--- config.mk ---
export PLATFORM = sky130hd
export DESIGN_NAME = stk_engine
export DESIGN_NICKNAME = d
export VERILOG_FILES = /design/src/rtl/stk_pkg.sv /design/src/rtl/stk_ptr.sv /design/src/rtl/stk_seq.sv /design/src/rtl/stk_rdret.sv /design/src/rtl/stk_engine.sv
export SDC_FILE = /design/constraint.sdc
export NUM_CORES = 1
export LEC_CHECK = 0
export CAP_MARGIN = 10
export CELL_PAD_IN_SITES_DETAIL_PLACEMENT = 0
export CELL_PAD_IN_SITES_GLOBAL_PLACEMENT = 2
export CORE_UTILIZATION = 27
export CTS_CLUSTER_DIAMETER = 60
export DETAILED_ROUTE_END_ITERATION = 8
export DONT_BUFFER_PORTS = 1
export MAX_ROUTING_LAYER = met4
export PLACE_DENSITY_LB_ADDON = 0.08
export SLEW_MARGIN = 20
export SYNTH_ARGS = -nofsm -noshare
export SYNTH_HDL_FRONTEND = slang
export SYNTH_SLANG_ARGS = --single-unit
--- constraint.sdc ---
create_clock -name clk -period 4.7 [get_ports clk]
set_input_delay 0.94 -clock clk [delete_from_list [all_inputs] [get_ports clk]]
set_output_delay 0.94 -clock clk [all_outputs]
set_load 0.005 [all_outputs]
--- src/rtl/stk_pkg.sv ---
package stk_pkg;
  typedef enum logic [1:0] {
    OP_PUSH = 2'd0,
    OP_POP  = 2'd1,
    OP_CALL = 2'd2,
    OP_RET  = 2'd3
  } stk_op_e;

  typedef enum logic [1:0] {
    TAG_NONE = 2'd0,
    TAG_BYTE = 2'd1,
    TAG_HI   = 2'd2,
    TAG_LO   = 2'd3
  } rd_tag_e;

  typedef enum logic [1:0] {
    ST_IDLE  = 2'd0,
    ST_CALL2 = 2'd1,
    ST_RET2  = 2'd2
  } seq_st_e;
endpackage

--- src/rtl/stk_ptr.sv ---
module stk_ptr #(
  parameter int DATA_W = 8
) (
  input  logic                  clk,
  input  logic                  rst,
  input  logic                  wr_hi,
  input  logic                  wr_lo,
  input  logic [DATA_W-1:0]     wdata,
  input  logic                  step_en,
  input  logic                  step_dn,
  output logic [2*DATA_W-1:0]   sp
);
  localparam int AW = 2 * DATA_W;

  // software byte writes take precedence over any step
  always_ff @(posedge clk) begin
    if (rst) begin
      sp <= '0;
    end else if (wr_hi || wr_lo) begin
      if (wr_hi) sp[AW-1:DATA_W] <= wdata;
      if (wr_lo) sp[DATA_W-1:0]  <= wdata;
    end else if (step_en) begin
      sp <= step_dn ? sp - AW'(1) : sp + AW'(1);
    end
  end
endmodule

--- src/rtl/stk_seq.sv ---
module stk_seq
  import stk_pkg::*;
#(
  parameter int DATA_W    = 8,
  parameter int LOW_LIMIT = 255
) (
  input  logic                  clk,
  input  logic                  rst,
  input  logic                  req_valid,
  input  logic [1:0]            req_op,
  input  logic [DATA_W-1:0]     req_byte,
  input  logic [2*DATA_W-1:0]   req_ret,
  input  logic                  sw_wr,
  input  logic [2*DATA_W-1:0]   sp,
  output logic                  busy,
  output logic                  step_en,
  output logic                  step_dn,
  output logic                  mem_en,
  output logic                  mem_we,
  output logic [2*DATA_W-1:0]   mem_addr,
  output logic [DATA_W-1:0]     mem_wdata,
  output logic [1:0]            mem_tag,
  output logic                  low_fault
);
  localparam int AW = 2 * DATA_W;

  seq_st_e           st, st_n;
  logic [DATA_W-1:0] hold, hold_n;
  stk_op_e           op;
  logic              accept;
  logic              issue, we_n;
  logic [AW-1:0]     addr_n;
  logic [DATA_W-1:0] wd_n;
  rd_tag_e           tag_n;

  assign op     = stk_op_e'(req_op);
  assign accept = req_valid && (st == ST_IDLE) && !sw_wr;
  assign busy   = (st != ST_IDLE);

  always_comb begin
    st_n    = st;
    hold_n  = hold;
    issue   = 1'b0;
    we_n    = 1'b0;
    addr_n  = sp;
    wd_n    = '0;
    tag_n   = TAG_NONE;
    step_en = 1'b0;
    step_dn = 1'b0;
    case (st)
      ST_IDLE: begin
        if (accept) begin
          issue   = 1'b1;
          step_en = 1'b1;
          case (op)
            OP_PUSH: begin
              we_n    = 1'b1;
              wd_n    = req_byte;
              step_dn = 1'b1;
            end
            OP_POP: begin
              addr_n = sp + AW'(1);
              tag_n  = TAG_BYTE;
            end
            OP_CALL: begin
              we_n    = 1'b1;
              wd_n    = req_ret[DATA_W-1:0];
              step_dn = 1'b1;
              hold_n  = req_ret[AW-1:DATA_W];
              st_n    = ST_CALL2;
            end
            OP_RET: begin
              addr_n = sp + AW'(1);
              tag_n  = TAG_HI;
              st_n   = ST_RET2;
            end
            default: ;
          endcase
        end
      end
      ST_CALL2: begin
        issue   = 1'b1;
        we_n    = 1'b1;
        wd_n    = hold;
        step_en = 1'b1;
        step_dn = 1'b1;
        st_n    = ST_IDLE;
      end
      ST_RET2: begin
        issue   = 1'b1;
        addr_n  = sp + AW'(1);
        tag_n   = TAG_LO;
        step_en = 1'b1;
        st_n    = ST_IDLE;
      end
      default: st_n = ST_IDLE;
    endcase
  end

  always_ff @(posedge clk) begin
    if (rst) begin
      st        <= ST_IDLE;
      hold      <= '0;
      mem_en    <= 1'b0;
      mem_we    <= 1'b0;
      mem_addr  <= '0;
      mem_wdata <= '0;
      mem_tag   <= TAG_NONE;
      low_fault <= 1'b0;
    end else begin
      st        <= st_n;
      hold      <= hold_n;
      mem_en    <= issue;
      mem_we    <= issue && we_n;
      mem_addr  <= addr_n;
      mem_wdata <= wd_n;
      mem_tag   <= issue ? tag_n : TAG_NONE;
      low_fault <= issue && (addr_n <= AW'(LOW_LIMIT));
    end
  end
endmodule

--- src/rtl/stk_rdret.sv ---
module stk_rdret
  import stk_pkg::*;
#(
  parameter int DATA_W = 8
) (
  input  logic                  clk,
  input  logic                  rst,
  input  logic [1:0]            mem_tag,
  input  logic [DATA_W-1:0]     mem_rdata,
  output logic                  byte_vld,
  output logic [DATA_W-1:0]     byte_q,
  output logic                  addr_vld,
  output logic [2*DATA_W-1:0]   addr_q
);
  rd_tag_e           tag_q;
  logic [DATA_W-1:0] hi_q;

  // tag follows the access by one cycle so it lines up with mem_rdata
  always_ff @(posedge clk) begin
    if (rst) begin
      tag_q    <= TAG_NONE;
      hi_q     <= '0;
      byte_vld <= 1'b0;
      byte_q   <= '0;
      addr_vld <= 1'b0;
      addr_q   <= '0;
    end else begin
      tag_q    <= rd_tag_e'(mem_tag);
      byte_vld <= (tag_q == TAG_BYTE);
      addr_vld <= (tag_q == TAG_LO);
      if (tag_q == TAG_BYTE) byte_q <= mem_rdata;
      if (tag_q == TAG_HI)   hi_q   <= mem_rdata;
      if (tag_q == TAG_LO)   addr_q <= {hi_q, mem_rdata};
    end
  end
endmodule

--- src/rtl/stk_engine.sv ---
module stk_engine #(
  parameter int DATA_W    = 8,
  parameter int LOW_LIMIT = 255
) (
  input  logic                  clk,
  input  logic                  rst,
  input  logic                  req_valid,
  input  logic [1:0]            req_op,
  input  logic [DATA_W-1:0]     req_byte,
  input  logic [2*DATA_W-1:0]   req_ret,
  output logic                  busy,
  input  logic                  spr_wr_hi,
  input  logic                  spr_wr_lo,
  input  logic [DATA_W-1:0]     spr_wdata,
  output logic [DATA_W-1:0]     spr_hi,
  output logic [DATA_W-1:0]     spr_lo,
  output logic                  mem_en,
  output logic                  mem_we,
  output logic [2*DATA_W-1:0]   mem_addr,
  output logic [DATA_W-1:0]     mem_wdata,
  input  logic [DATA_W-1:0]     mem_rdata,
  output logic                  rsp_byte_vld,
  output logic [DATA_W-1:0]     rsp_byte,
  output logic                  rsp_addr_vld,
  output logic [2*DATA_W-1:0]   rsp_addr,
  output logic                  low_fault
);
  localparam int AW = 2 * DATA_W;

  logic [AW-1:0] sp;
  logic          step_en, step_dn;
  logic [1:0]    mem_tag;

  assign spr_hi = sp[AW-1:DATA_W];
  assign spr_lo = sp[DATA_W-1:0];

  stk_ptr #(.DATA_W(DATA_W)) u_ptr (
    .clk     (clk),
    .rst     (rst),
    .wr_hi   (spr_wr_hi),
    .wr_lo   (spr_wr_lo),
    .wdata   (spr_wdata),
    .step_en (step_en),
    .step_dn (step_dn),
    .sp      (sp)
  );

  stk_seq #(.DATA_W(DATA_W), .LOW_LIMIT(LOW_LIMIT)) u_seq (
    .clk       (clk),
    .rst       (rst),
    .req_valid (req_valid),
    .req_op    (req_op),
    .req_byte  (req_byte),
    .req_ret   (req_ret),
    .sw_wr     (spr_wr_hi || spr_wr_lo),
    .sp        (sp),
    .busy      (busy),
    .step_en   (step_en),
    .step_dn   (step_dn),
    .mem_en    (mem_en),
    .mem_we    (mem_we),
    .mem_addr  (mem_addr),
    .mem_wdata (mem_wdata),
    .mem_tag   (mem_tag),
    .low_fault (low_fault)
  );

  stk_rdret #(.DATA_W(DATA_W)) u_rdret (
    .clk       (clk),
    .rst       (rst),
    .mem_tag   (mem_tag),
    .mem_rdata (mem_rdata),
    .byte_vld  (rsp_byte_vld),
    .byte_q    (rsp_byte),
    .addr_vld  (rsp_addr_vld),
    .addr_q    (rsp_addr)
  );
endmodule

==> reports/qor.yml, run 1 <==
detailed_routing:
  first_pass_iters: 4
  avgViaCountPerCell: 5.03
  postRouteAntennaNets: 0
  drc: 0
  wl_per_cell_um: 18.5
  wirelength_um: 13300
  drtIter0Drc: 225
  vias: 3625
synth:
  synth_top_family_by_area: "simple AND/OR/NAND/NOR gates"
  syn_nets: 582
  yosys_most_used_dff: "dfxtp_1"
  ys_ff_latch: 91
  synth.most_common_cell: "dfxtp_1"
  synth_fa_ha_area_share_pct: 1.76
  synth_common_cells: "dfxtp_1 (91), nand2_1 (77), nor2_1 (67), a21oi_1 (63), mux2i_1 (29)"
  synth_edf_count: 0
  synth_async_sr_flop_share_pct: 0
  synthMuxAreaShare_pct: 6.82
  yosysSeqAreaShare_pct: 42.8
  ys_top_cells_by_area: "dfxtp_1 (43%), a21oi_1 (7.4%), mux2i_1 (6.8%)"
  syn_area_um2: 4250
  ys_warn_count: 0
  ys_types: 55
  synth_compound_gate_area_share_pct: 16.5
  syn_area_per_cell_um2: 8.04
  synthXorXnorAreaFrac_pct: 1.24
  syn-instance-count: 529
  yosys.area.top_type_share_pct: 42.8
  synth_top_area_cell: "dfxtp_1"
  synth-simple-area-share_pct: 25.7
sta:
  worst_clock_skew_ns: 0.00627
  post-route-period-util_pct: 59.7
  tightestPinTransition_ns: 1.00
  final-setup-viol-count: 0
  tns_ns: 0
  fmax_ghz: 0.357
  finalHoldViolations: 0
  period_minus_slack_ns: 2.80
  slew_headroom_pct: 33.4
  rsz0062_at_grt: "false"
  slew_viol_final: 0
  whs_ns: 0.451
pwr:
  power_leakage_nw: 1.71
  p_sw_share_pct: 25.8
  p_seq_share_pct: 49.4
  ir_drop_mv: 0.163
  intPower_mw: 1.24
  p_per_area_nw_per_um2: 360
  p_sw_uw: 432
  comb_power_share_pct: 7.3
  clock_power_share_pct: 43.4
floorplan:
  dieArea_um2: 16300
  boundaryPins: 117
  initial_core_util_pct: 27.8
  die_h_um: 128
  core-area_um2: 15300
  rows: 45
  dieWidth_um: 128
run_status:
  status: "complete, no violations"
layout:
  final_nets: 557
  area_growth_pct: 9.47
  fillers: 1704
  instances_no_fill: 720
  register_area_um2: 1820
  antenna_cells: 0
  multi_input_area_um2: 2210
  drive_above_1_share_pct: 6.29
clock_network:
  clock-sinks: 91
  post_cts_buffers: 0
  clockBufferDepth: 2
  clkLatencyLatePin_ns: 0.35
  clk_pin_slew_worst_paths_ns: 0.07
  cts_tree: "yes"
  cts_hold_buf: 0
  cts_made_buffers: 9
  htreeDepth: 3
  post_cts_resized: 0
  root_buffer: "clkbuf_16"
global_routing:
  grt_remaining_overflow: 0
  antenna_found_initial: 0
  grt_pass1_wl_um: 21000
  grt_max_degree: 81
  grt_pass1_vias: 3614
  grt_use_total_pct: 17.6
setup_path:
  critPathMaxFanout: 13
  worst-r2r-cell-count: 8
  reg2reg_setup_slack_ns: 1.90
  cpMostUsedCell: "a21oi_1"
  r2r-end: "u_ptr.sp[11]$_SDFFE_PP0P_"
  worstPathArrival_ns: 3.09
  cpMaxStageDelayCell: "a21oi_1"
  worstSetupPathType: "flip-flop to flip-flop"
  cp_data_required_time_ns: 4.99
  rr_startpoint: "u_seq.st[0]$_SDFFE_PP0P_"
  critPathMaxStageDelay_ns: 0.82
  end_kind: "flip-flop"
  worstSetupStartpointType: "flip-flop"
  crit_chain: "inv_1 -> ha_1 -> and4bb_2 -> a21oi_1 -> nand3_1 -> a2111oi_2 -> a41oi_1 -> a21oi_1"
job:
  cap_violations: 0
placed_design:
  port-buffer-count: 0
  post-dp-hpwl_um: 9490
  dp_cells: 704
  place_congestion: 0.747
min_path:
  hold_end: "u_rdret.tag_q[0]$_SDFF_PP0_"
  hold_path_class: "flip-flop to flip-flop"
  whs_path_depth: 1
  hp-start: "u_seq.mem_tag[0]$_SDFF_PP0_"
## worst max path at each step
stage | cells after the start | startpoint | endpoint | slack [ns]
4_1_cts | 8 | u_seq.st[0]$_SDFFE_PP0P_ | u_ptr.sp[11]$_SDFFE_PP0P_ | 1.87
2_1_floorplan | 7 | spr_wr_lo | u_ptr.sp[11]$_SDFFE_PP0P_ | 2.11
3_5_place_dp | 6 | spr_wr_lo | u_ptr.sp[11]$_SDFFE_PP0P_ | 1.67
5_1_grt | 8 | u_seq.st[0]$_SDFFE_PP0P_ | u_ptr.sp[11]$_SDFFE_PP0P_ | 1.57
6_report | 8 | u_seq.st[0]$_SDFFE_PP0P_ | u_ptr.sp[11]$_SDFFE_PP0P_ | 1.90
3_3_place_gp | 6 | spr_wr_lo | u_ptr.sp[11]$_SDFFE_PP0P_ | 1.78
## cells by family (layout without fill, tap and decap cells)
kind of cell | count (synthesis) | in the layout
DFF | 91 | 91
xor gates and xnor gates | 6 | 6
and+or+nand+nor | 227 | 227
AOI/OAI and AO/OA | 119 | 119
adders and majority gates | 6 | 6
buffers and inverters | 51 | 31
muxes | 29 | 29
## critical path, delay by kind of cell (launching register included)
family	cells	cell delay (ns)
compound gates	4	1.46
fa+ha+maj	1	0.26
buf+inv	1	0.08
flops	1	0.38
simple gates	2	0.58
## routing by layer
metal  GRT usage (%)  routed length, um  vias to the layer above  share of wire [%]
li1                -                  -                     1791                  -
met1            21.7               6230                     1723                 47
met2            27.8               6160                      100                 46
met3            4.82                763                       11                5.7
met4            5.18                135                        0                1.0
met5               -                  0                        -                  0
## layout by cell type (no fill, tap or decap), types with 3 or more instances in the layout
cell	netlist	final
dfxtp_1	91	91
nand2_1	77	77
nor2_1	67	67
a21oi_1	63	63
mux2i_1	29	29
nand3_1	17	17
inv_1	13	13
nor3_1	13	13
or3_1	10	10
o21ai_0	10	9
a31oi_1	9	9
o21ai_1	8	9
clkbuf_16	0	9
a22oi_1	8	8
ha_1	6	6
and3_1	5	5
nor4_1	5	5
nor2b_1	5	5
and4_1	3	3
and2_1	3	3
or2_2	3	3
nand2b_1	3	3
a211oi_1	3	3
xor2_1	3	3
nand4_1	3	3
xnor2_1	3	3
clkbuf_8	0	3
## power by group through the flow
| stage | clock (mW) | sequential (mW) | combinational, mW |
|---|---|---|---|
| after floorplan | 0 | 0.822 | 0.124 |
| after global placement | 0 | 0.847 | 0.123 |
| after detailed placement | 0 | 0.846 | 0.122 |
| after CTS | 0.759 | 0.829 | 0.123 |
| after global routing | 0.789 | 0.831 | 0.138 |
| final | 0.728 | 0.828 | 0.122 |
## metrics by stage
stage	util [%]	cell area [um2]	worst slack, ns	total power, mW
floorplan	-	4250	2.11	0.946
global placement	28.5	4360	1.78	0.969
detailed placement	28.5	4360	1.67	0.969
CTS	30.4	4660	1.87	1.71
global route	30.4	4660	1.57	1.76
finish	30.4	4660	1.90	1.68
## cell type report
type                    count  share of cell area, %
multi-input cells         387                   47.5
flip-flops and latches     91                   39.1
clock buffers              12                   5.72
well taps                 211                   5.67
inverters                  14                   1.13
clock inverters             4                  0.699
repair buffers              1                  0.161
## flip-flops by register name, summed over array words and instances, names as in the netlist, 2 cells and up
signal and cells:
u_ptr.sp 16, u_rdret.addr_q 16, u_rdret.byte_q 8, u_rdret.hi_q 8, u_rdret.tag_q 2, u_seq.hold 8
u_seq.mem_addr 16, u_seq.mem_tag 2, u_seq.mem_wdata 8, u_seq.st 2
No activity file was read; power rests on OpenSTA's default activity.
==> run 2, diff against run 1 <==
Clock period 4.7 ns to 2.8 ns, I/O delays scaled along.
==> run 2 against run 1 <==
  * Largest cell class unchanged
  * Register-to-register slack worse by 1.4 ns
  * Die area stayed put
  * Non-clock buffer count is 16 higher
  * Sequential power is 67% higher
  * Hold slack worse by 0.16 ns
  * Critical endpoint is now u_ptr.sp[13]$_SDFFE_PP0P_
==> reports/qor.yml, run 2 (synthesis results as in run 1) <==
sta:
  slew_headroom_pct: 55.8  # +22 points
  post-route-period-util_pct: 83.0  # +23 points
  tns_ns: 0  # unchanged
  worst_clock_skew_ns: 0.00547  # -0.000798 ns
  rsz0062_at_grt: "false"
  final-setup-viol-count: 0  # unchanged
  period_minus_slack_ns: 2.32  # -0.480 ns
  slew_viol_final: 0  # unchanged
  setup_ws_ns: 0.476  # -1.42 ns
  whs_ns: 0.293  # -0.158 ns
  tightestPinTransition_ns: 0.662  # -0.337 ns
  fmax_ghz: 0.430  # +21%
  finalHoldViolations: 0  # unchanged
layout:
  final_nets: 573  # +2.9%
  fillers: 1704  # unchanged
  stdcell_area_um2: 4750  # +1.9%
  area_growth_pct: 11.6
  final_cell_mix: "dfxtp_1 (91), nand2_1 (77), nor2_1 (67)"
  reg_top3: "u_ptr.sp x16, u_rdret.addr_q x16, u_seq.mem_addr x16"
  final_common_cell: "dfxtp_1"
  antenna_cells: 0  # unchanged
  drive_above_1_share_pct: 8.78  # +2.5 points
clock_network:
  cts_made_buffers: 9  # unchanged
  post_cts_resized: 0  # unchanged
  cts_tree: "yes"
  clock-sinks: 91  # unchanged
  post_cts_buffers: 0  # unchanged
  clkLatencyLatePin_ns: 0.34  # about the same
  htreeDepth: 3  # unchanged
  clockBufferDepth: 2  # unchanged
  root_buffer: "clkbuf_16"
  clk_pin_slew_worst_paths_ns: 0.07  # about the same
  cts_hold_buf: 0  # unchanged
pwr:
  p_per_area_nw_per_um2: 579  # +61%
  ir_drop_mv: 0.280  # +71%
  total_power_mw: 2.75  # +64%
  power_leakage_nw: 1.77  # +4.0%
setup_path:
  crit_chain: "inv_1 -> ha_1 -> and4bb_2 -> a21oi_1 -> buf_4 -> a21oi_1 -> or3_1 -> a31oi_1"
  cp_data_required_time_ns: 3.07  # -1.92 ns
  critPathMaxStageDelay_ns: 0.48  # -0.34 ns
  cpMostUsedCell: "a21oi_1"
  cpMaxStageDelayCell: "a21oi_1"
  end_kind: "flip-flop"
  worstSetupStartpointType: "flip-flop"
  critPathMaxFanout: 7  # -6
  rr_startpoint: "u_seq.st[0]$_SDFFE_PP0P_"
  worst-r2r-cell-count: 8  # unchanged
  worstSetupPathType: "flip-flop to flip-flop"
  reg2reg_setup_slack_ns: 0.48  # -1.42 ns
  r2r-end: "u_ptr.sp[13]$_SDFFE_PP0P_"
  worstPathArrival_ns: 2.60  # -0.49 ns
detailed_routing:
  drtIter0Drc: 181  # -20%
  wirelength_um: 13400  # +0.71%
  wl_met1_um: 6400  # +2.7%
  first_pass_iters: 4  # unchanged
  wl_per_cell_um: 18.2  # -1.3%
  vias: 3668  # +1.2%
  highest_layer: "met4"
  postRouteAntennaNets: 0  # unchanged
  wl_met3_um: 805  # +5.5%
  drc: 0  # unchanged
  avgViaCountPerCell: 4.99  # -0.88%
  dr_wl_met2_um: 6020  # -2.2%
floorplan:
  rows: 45  # unchanged
  core-area_um2: 15300  # unchanged
  die_h_um: 128  # unchanged
  boundaryPins: 117  # unchanged
  dieWidth_um: 128  # unchanged
  initial_core_util_pct: 27.8  # unchanged
  dieArea_um2: 16300  # unchanged
global_routing:
  grt_pass1_wl_um: 21100  # about the same
  grt_use_total_pct: 17.7  # +0.11 points
  grt_max_degree: 81  # unchanged
  antenna_found_initial: 0  # unchanged
  grt_pass1_vias: 3590  # -0.66%
  grt_remaining_overflow: 0  # unchanged
placed_design:
  dpl-instance-area_um2: 4480  # +2.8%
  place_congestion: 0.774  # +3.6%
  dp_slack_ns: 0.459  # -1.21 ns
  post-dp-hpwl_um: 9800  # +3.2%
  port-buffer-count: 0  # unchanged
min_path:
  hold_path_class: "input port to flip-flop"
  hold_end: "u_ptr.sp[15]$_SDFFE_PP0P_"
  hp-start: "rst"
  whs_path_depth: 1  # unchanged
run_status:
  status: "complete, no violations"
job:
  cap_violations: 0  # unchanged
-- run 2: changes by cell type in the layout (fill, tap and decap cells not counted), sizes merged --
cell	delta
clkinv	+1
clkinvlp	-1
clkbuf	-2
inv	+1
buf	+16
-- run 2: layout make-up --
| cell class | instances | area [um2] | area share [%] |
|---|---|---|---|
| Sequential cell | 91 | 1820 | 38.4 |
| Clock inverter | 5 | 38.8 | 0.817 |
| Multi-Input combinational cell | 387 | 2210 | 46.6 |
| Tap cell | 211 | 264 | 5.56 |
| Timing Repair Buffer | 17 | 128 | 2.69 |
| Clock buffer | 10 | 229 | 4.82 |
| Inverter | 14 | 52.6 | 1.11 |
-- run 2: critical path: cells and delay by family, from the launching register on --
| kind | cells | cell delay (ns) |
|---|---|---|
| AO/OA/AOI/OAI | 3 | 0.72 |
| adder cells (fa/ha/maj) | 1 | 0.24 |
| buffers and inverters | 2 | 0.33 |
| flip-flops | 1 | 0.38 |
| AND/OR/NAND/NOR | 2 | 0.58 |
-- run 2: per-stage QoR --
stage                     util, %  std cells
after floorplan                 -        529
after global placement       29.2        720
after detailed placement     29.2        720
after CTS                    31.0        735
after global routing         31.0        735
final                        31.0        735
-- run 2: where the power goes --
part | switching (mW) | internal [mW]
registers | 0.0513 | 1.33
clock network | 0.531 | 0.604
logic | 0.136 | 0.0977
-- run 2: how the worst max path moves through the flow --
| stage | from | cells past startpoint | slack (ns) | end |
|---|---|---|---|---|
| floorplan | spr_wr_lo | 7 | 0.59 | u_ptr.sp[11]$_SDFFE_PP0P_ |
| global placement | u_seq.st[0]$_SDFFE_PP0P_ | 8 | 0.53 | u_ptr.sp[11]$_SDFFE_PP0P_ |
| detailed placement | u_seq.st[0]$_SDFFE_PP0P_ | 8 | 0.46 | u_ptr.sp[13]$_SDFFE_PP0P_ |
| CTS | u_seq.st[0]$_SDFFE_PP0P_ | 8 | 0.45 | u_ptr.sp[13]$_SDFFE_PP0P_ |
| global route | u_seq.st[0]$_SDFFE_PP0P_ | 8 | 0.18 | u_ptr.sp[11]$_SDFFE_PP0P_ |
| finish | u_seq.st[0]$_SDFFE_PP0P_ | 8 | 0.48 | u_ptr.sp[13]$_SDFFE_PP0P_ |
-- run 2: layer usage --
metal / up-vias / track usage, %
li1: 1823 / -
met1: 1731 / 23.1
met2: 101 / 26.7
met3: 13 / 4.69
met4: 0 / 4.97
met5: - / -
==> run 3, diff against run 2 <==
Clock period 2.8 ns to 2.3 ns, I/O delays scaled along.
==> run 3 against run 2 <==
  * First-iteration DRC count is 38% higher
  * Combinational power is 40% higher
  * Sequential share of layout area is 1.3 points lower
  * Largest cell class unchanged
  * Highest routed layer unchanged
==> reports/qor.yml, run 3 (synthesis results as in run 1) <==
placed_design:
  dpl-instance-area_um2: 4590  # +2.5%
  dp_slack_ns: 0.00122  # -0.458 ns
  post-dp-hpwl_um: 9960  # +1.7%
  dp_cells: 735  # +2.1%
  port-buffer-count: 0  # unchanged
  place_congestion: 0.774  # about the same
detailed_routing:
  drc: 0  # unchanged
  wl_per_cell_um: 18.2  # about the same
  drtIter0Drc: 249  # +38%
  avgViaCountPerCell: 4.94  # -0.98%
  vias: 3711  # +1.2%
  first_pass_iters: 4  # unchanged
  postRouteAntennaNets: 0  # unchanged
  wirelength_um: 13700  # +2.1%
setup_path:
  critical-path-top-delay-family: "simple AND/OR/NAND/NOR gates"
  crit_chain: "inv_1 -> ha_1 -> and4bb_2 -> a21oi_2 -> or4_4 -> a2111oi_2 -> a41oi_1 -> a21oi_1"
  cpMaxStageDelayCell: "or4_4"
  cp_num_buf_inv: 1  # -1
  cp-endpoint: "u_ptr.sp[11]$_SDFFE_PP0P_"
  worstSetupPathType: "flip-flop to flip-flop"
  end_kind: "flip-flop"
  critPathMaxFanout: 8  # +1
  cp.depth: 8  # unchanged
  cp_data_required_time_ns: 2.58  # -0.49 ns
  worstSetupStartpointType: "flip-flop"
  r2r-end: "u_ptr.sp[11]$_SDFFE_PP0P_"
  worstPathArrival_ns: 2.42  # -0.18 ns
  worst-r2r-cell-count: 8  # unchanged
  reg2reg_setup_slack_ns: 0.16  # -0.31 ns
  critPathMaxStageDelay_ns: 0.55  # +0.07 ns
  rr_startpoint: "u_seq.st[1]$_SDFFE_PP0P_"
  worstSetupStartpoint: "u_seq.st[1]$_SDFFE_PP0P_"
pwr:
  intPower_mw: 2.61  # +29%
  ir_drop_mv: 0.311  # +11%
  p_sw_share_pct: 26.0  # -0.18 points
  clock_power_share_pct: 43.6  # +2.3 points
  p_seq_share_pct: 47.1  # -3.1 points
  p_sw_uw: 915  # +27%
  power_leakage_nw: 1.86  # +4.9%
  p_per_area_nw_per_um2: 718  # +24%
  comb_power_share_pct: 9.3  # +0.8 points
clock_network:
  clk_pin_slew_worst_paths_ns: 0.07  # about the same
  cts_hold_buf: 0  # unchanged
  clkLatencyLatePin_ns: 0.35  # about the same
  clockBufferDepth: 2  # unchanged
  clock-sinks: 91  # unchanged
  cts_tree: "yes"
  htreeDepth: 3  # unchanged
  root_buffer: "clkbuf_16"
  cts_made_buffers: 9  # unchanged
sta:
  finalHoldViolations: 0  # unchanged
  final-setup-viol-count: 0  # unchanged
  worst_clock_skew_ns: 0.00647  # +0.00100 ns
  period_minus_slack_ns: 2.14  # -0.187 ns
  slew_viol_final: 0  # unchanged
  slew_headroom_pct: 56.5  # +0.60 points
  rsz0062_at_grt: "true"
  post-route-period-util_pct: 92.9  # +9.9 points
  tightestPinTransition_ns: 0.652  # -0.0107 ns
  fmax_ghz: 0.468  # +8.8%
  setup_ws_ns: 0.163  # -0.313 ns
layout:
  area_growth_pct: 15.5
  final_cell_mix: "dfxtp_1 (91), nand2_1 (77), nor2_1 (66)"
  final_common_cell: "dfxtp_1"
  fillers: 1703  # -0.059%
  stdcell_area_um2: 4910  # +3.5%
  reg_top3: "u_ptr.sp x16, u_rdret.addr_q x16, u_seq.mem_addr x16"
  register_area_um2: 1820  # unchanged
  final_nets: 588  # +2.6%
  antenna_cells: 0  # unchanged
  drive_above_1_share_pct: 12.2  # +3.4 points
  multi_input_area_um2: 2230  # +0.79%
  instances_no_fill: 751  # +2.2%
floorplan:
  die_h_um: 128  # unchanged
  initial_core_util_pct: 27.8  # unchanged
  core-area_um2: 15300  # unchanged
  rows: 45  # unchanged
  boundaryPins: 117  # unchanged
  dieArea_um2: 16300  # unchanged
  dieWidth_um: 128  # unchanged
global_routing:
  antenna_found_initial: 0  # unchanged
  grt_pass1_vias: 3674  # +2.3%
  grt_use_total_pct: 18.0  # +0.30 points
  grt_max_degree: 81  # unchanged
  grt_remaining_overflow: 0  # unchanged
  grt_pass1_wl_um: 21600  # +2.8%
run_status:
  status: "complete, no violations"
job:
  cap_violations: 0  # unchanged
min_path:
  hold_path_class: "input port to flip-flop"
run 3: area by class of cell:
type | count | area share [%]
clock buffers | 10 | 4.66
clock inverters | 6 | 1.45
inverters | 14 | 1.07
multi-input cells | 387 | 45.4
flip-flops and latches | 91 | 37.1
well taps | 211 | 5.37
repair buffers | 32 | 4.97
run 3: per-layer routing:
layer / GRT usage (%) / routed length, um
met5: - / 0
met4: 6.30 / 191
met3: 3.31 / 625
met2: 27.0 / 6110
met1: 24.1 / 6730
run 3: power groups by stage:
stage	Combinational, mW	Clock [mW]	Sequential [mW]
after floorplan	0.254	0	1.68
after global placement	0.328	0	1.70
after detailed placement	0.327	0	1.70
after CTS	0.329	1.59	1.66
after global routing	0.365	1.66	1.67
final	0.327	1.54	1.66
run 3: worst reg2reg max path, cell delays in order, from the launching register on:
cell	delay, ns
dfxtp_1	0.33
inv_1	0.10
ha_1	0.17
and4bb_2	0.28
a21oi_2	0.13
or4_4	0.55
a2111oi_2	0.31
a41oi_1	0.08
a21oi_1	0.13
run 3: through the flow:
step / TNS (ns) / util [%] / total power [mW] / hold WS (ns)
after floorplan: 0 / - / 1.93 / 0.414
after global placement: 0 / 30.0 / 2.03 / 0.436
final: 0 / 32.1 / 3.53 / 0.197
after global routing: -0.00609 / 32.1 / 3.69 / 0.176
after CTS: 0 / 32.0 / 3.58 / 0.168
after detailed placement: 0 / 30.0 / 2.03 / 0.423
run 3: repair_timing:
item,in CTS,in global routing
gates resized for setup,2,4
hold endpoints to repair,0,0
pin swaps,0,0
setup endpoints to repair,1,6
buffers inserted,0,0
run 3: how the worst min path moves through the flow:
stage                                             from                              end  slack [ns]  depth (start not counted)
final                                              rst        u_ptr.sp[13]$_SDFFE_PP0P_        0.20                          1
after global routing                               rst        u_ptr.sp[13]$_SDFFE_PP0P_        0.18                          1
after floorplan            u_seq.mem_tag[0]$_SDFF_PP0_      u_rdret.tag_q[0]$_SDFF_PP0_        0.41                          1
after global placement    u_rdret.hi_q[3]$_SDFFE_PP0N_  u_rdret.addr_q[11]$_SDFFE_PP0P_        0.44                          2
after CTS                                          rst        u_ptr.sp[11]$_SDFFE_PP0P_        0.17                          1
after detailed placement   u_seq.mem_tag[1]$_SDFF_PP0_      u_rdret.tag_q[1]$_SDFF_PP0_        0.42                          1
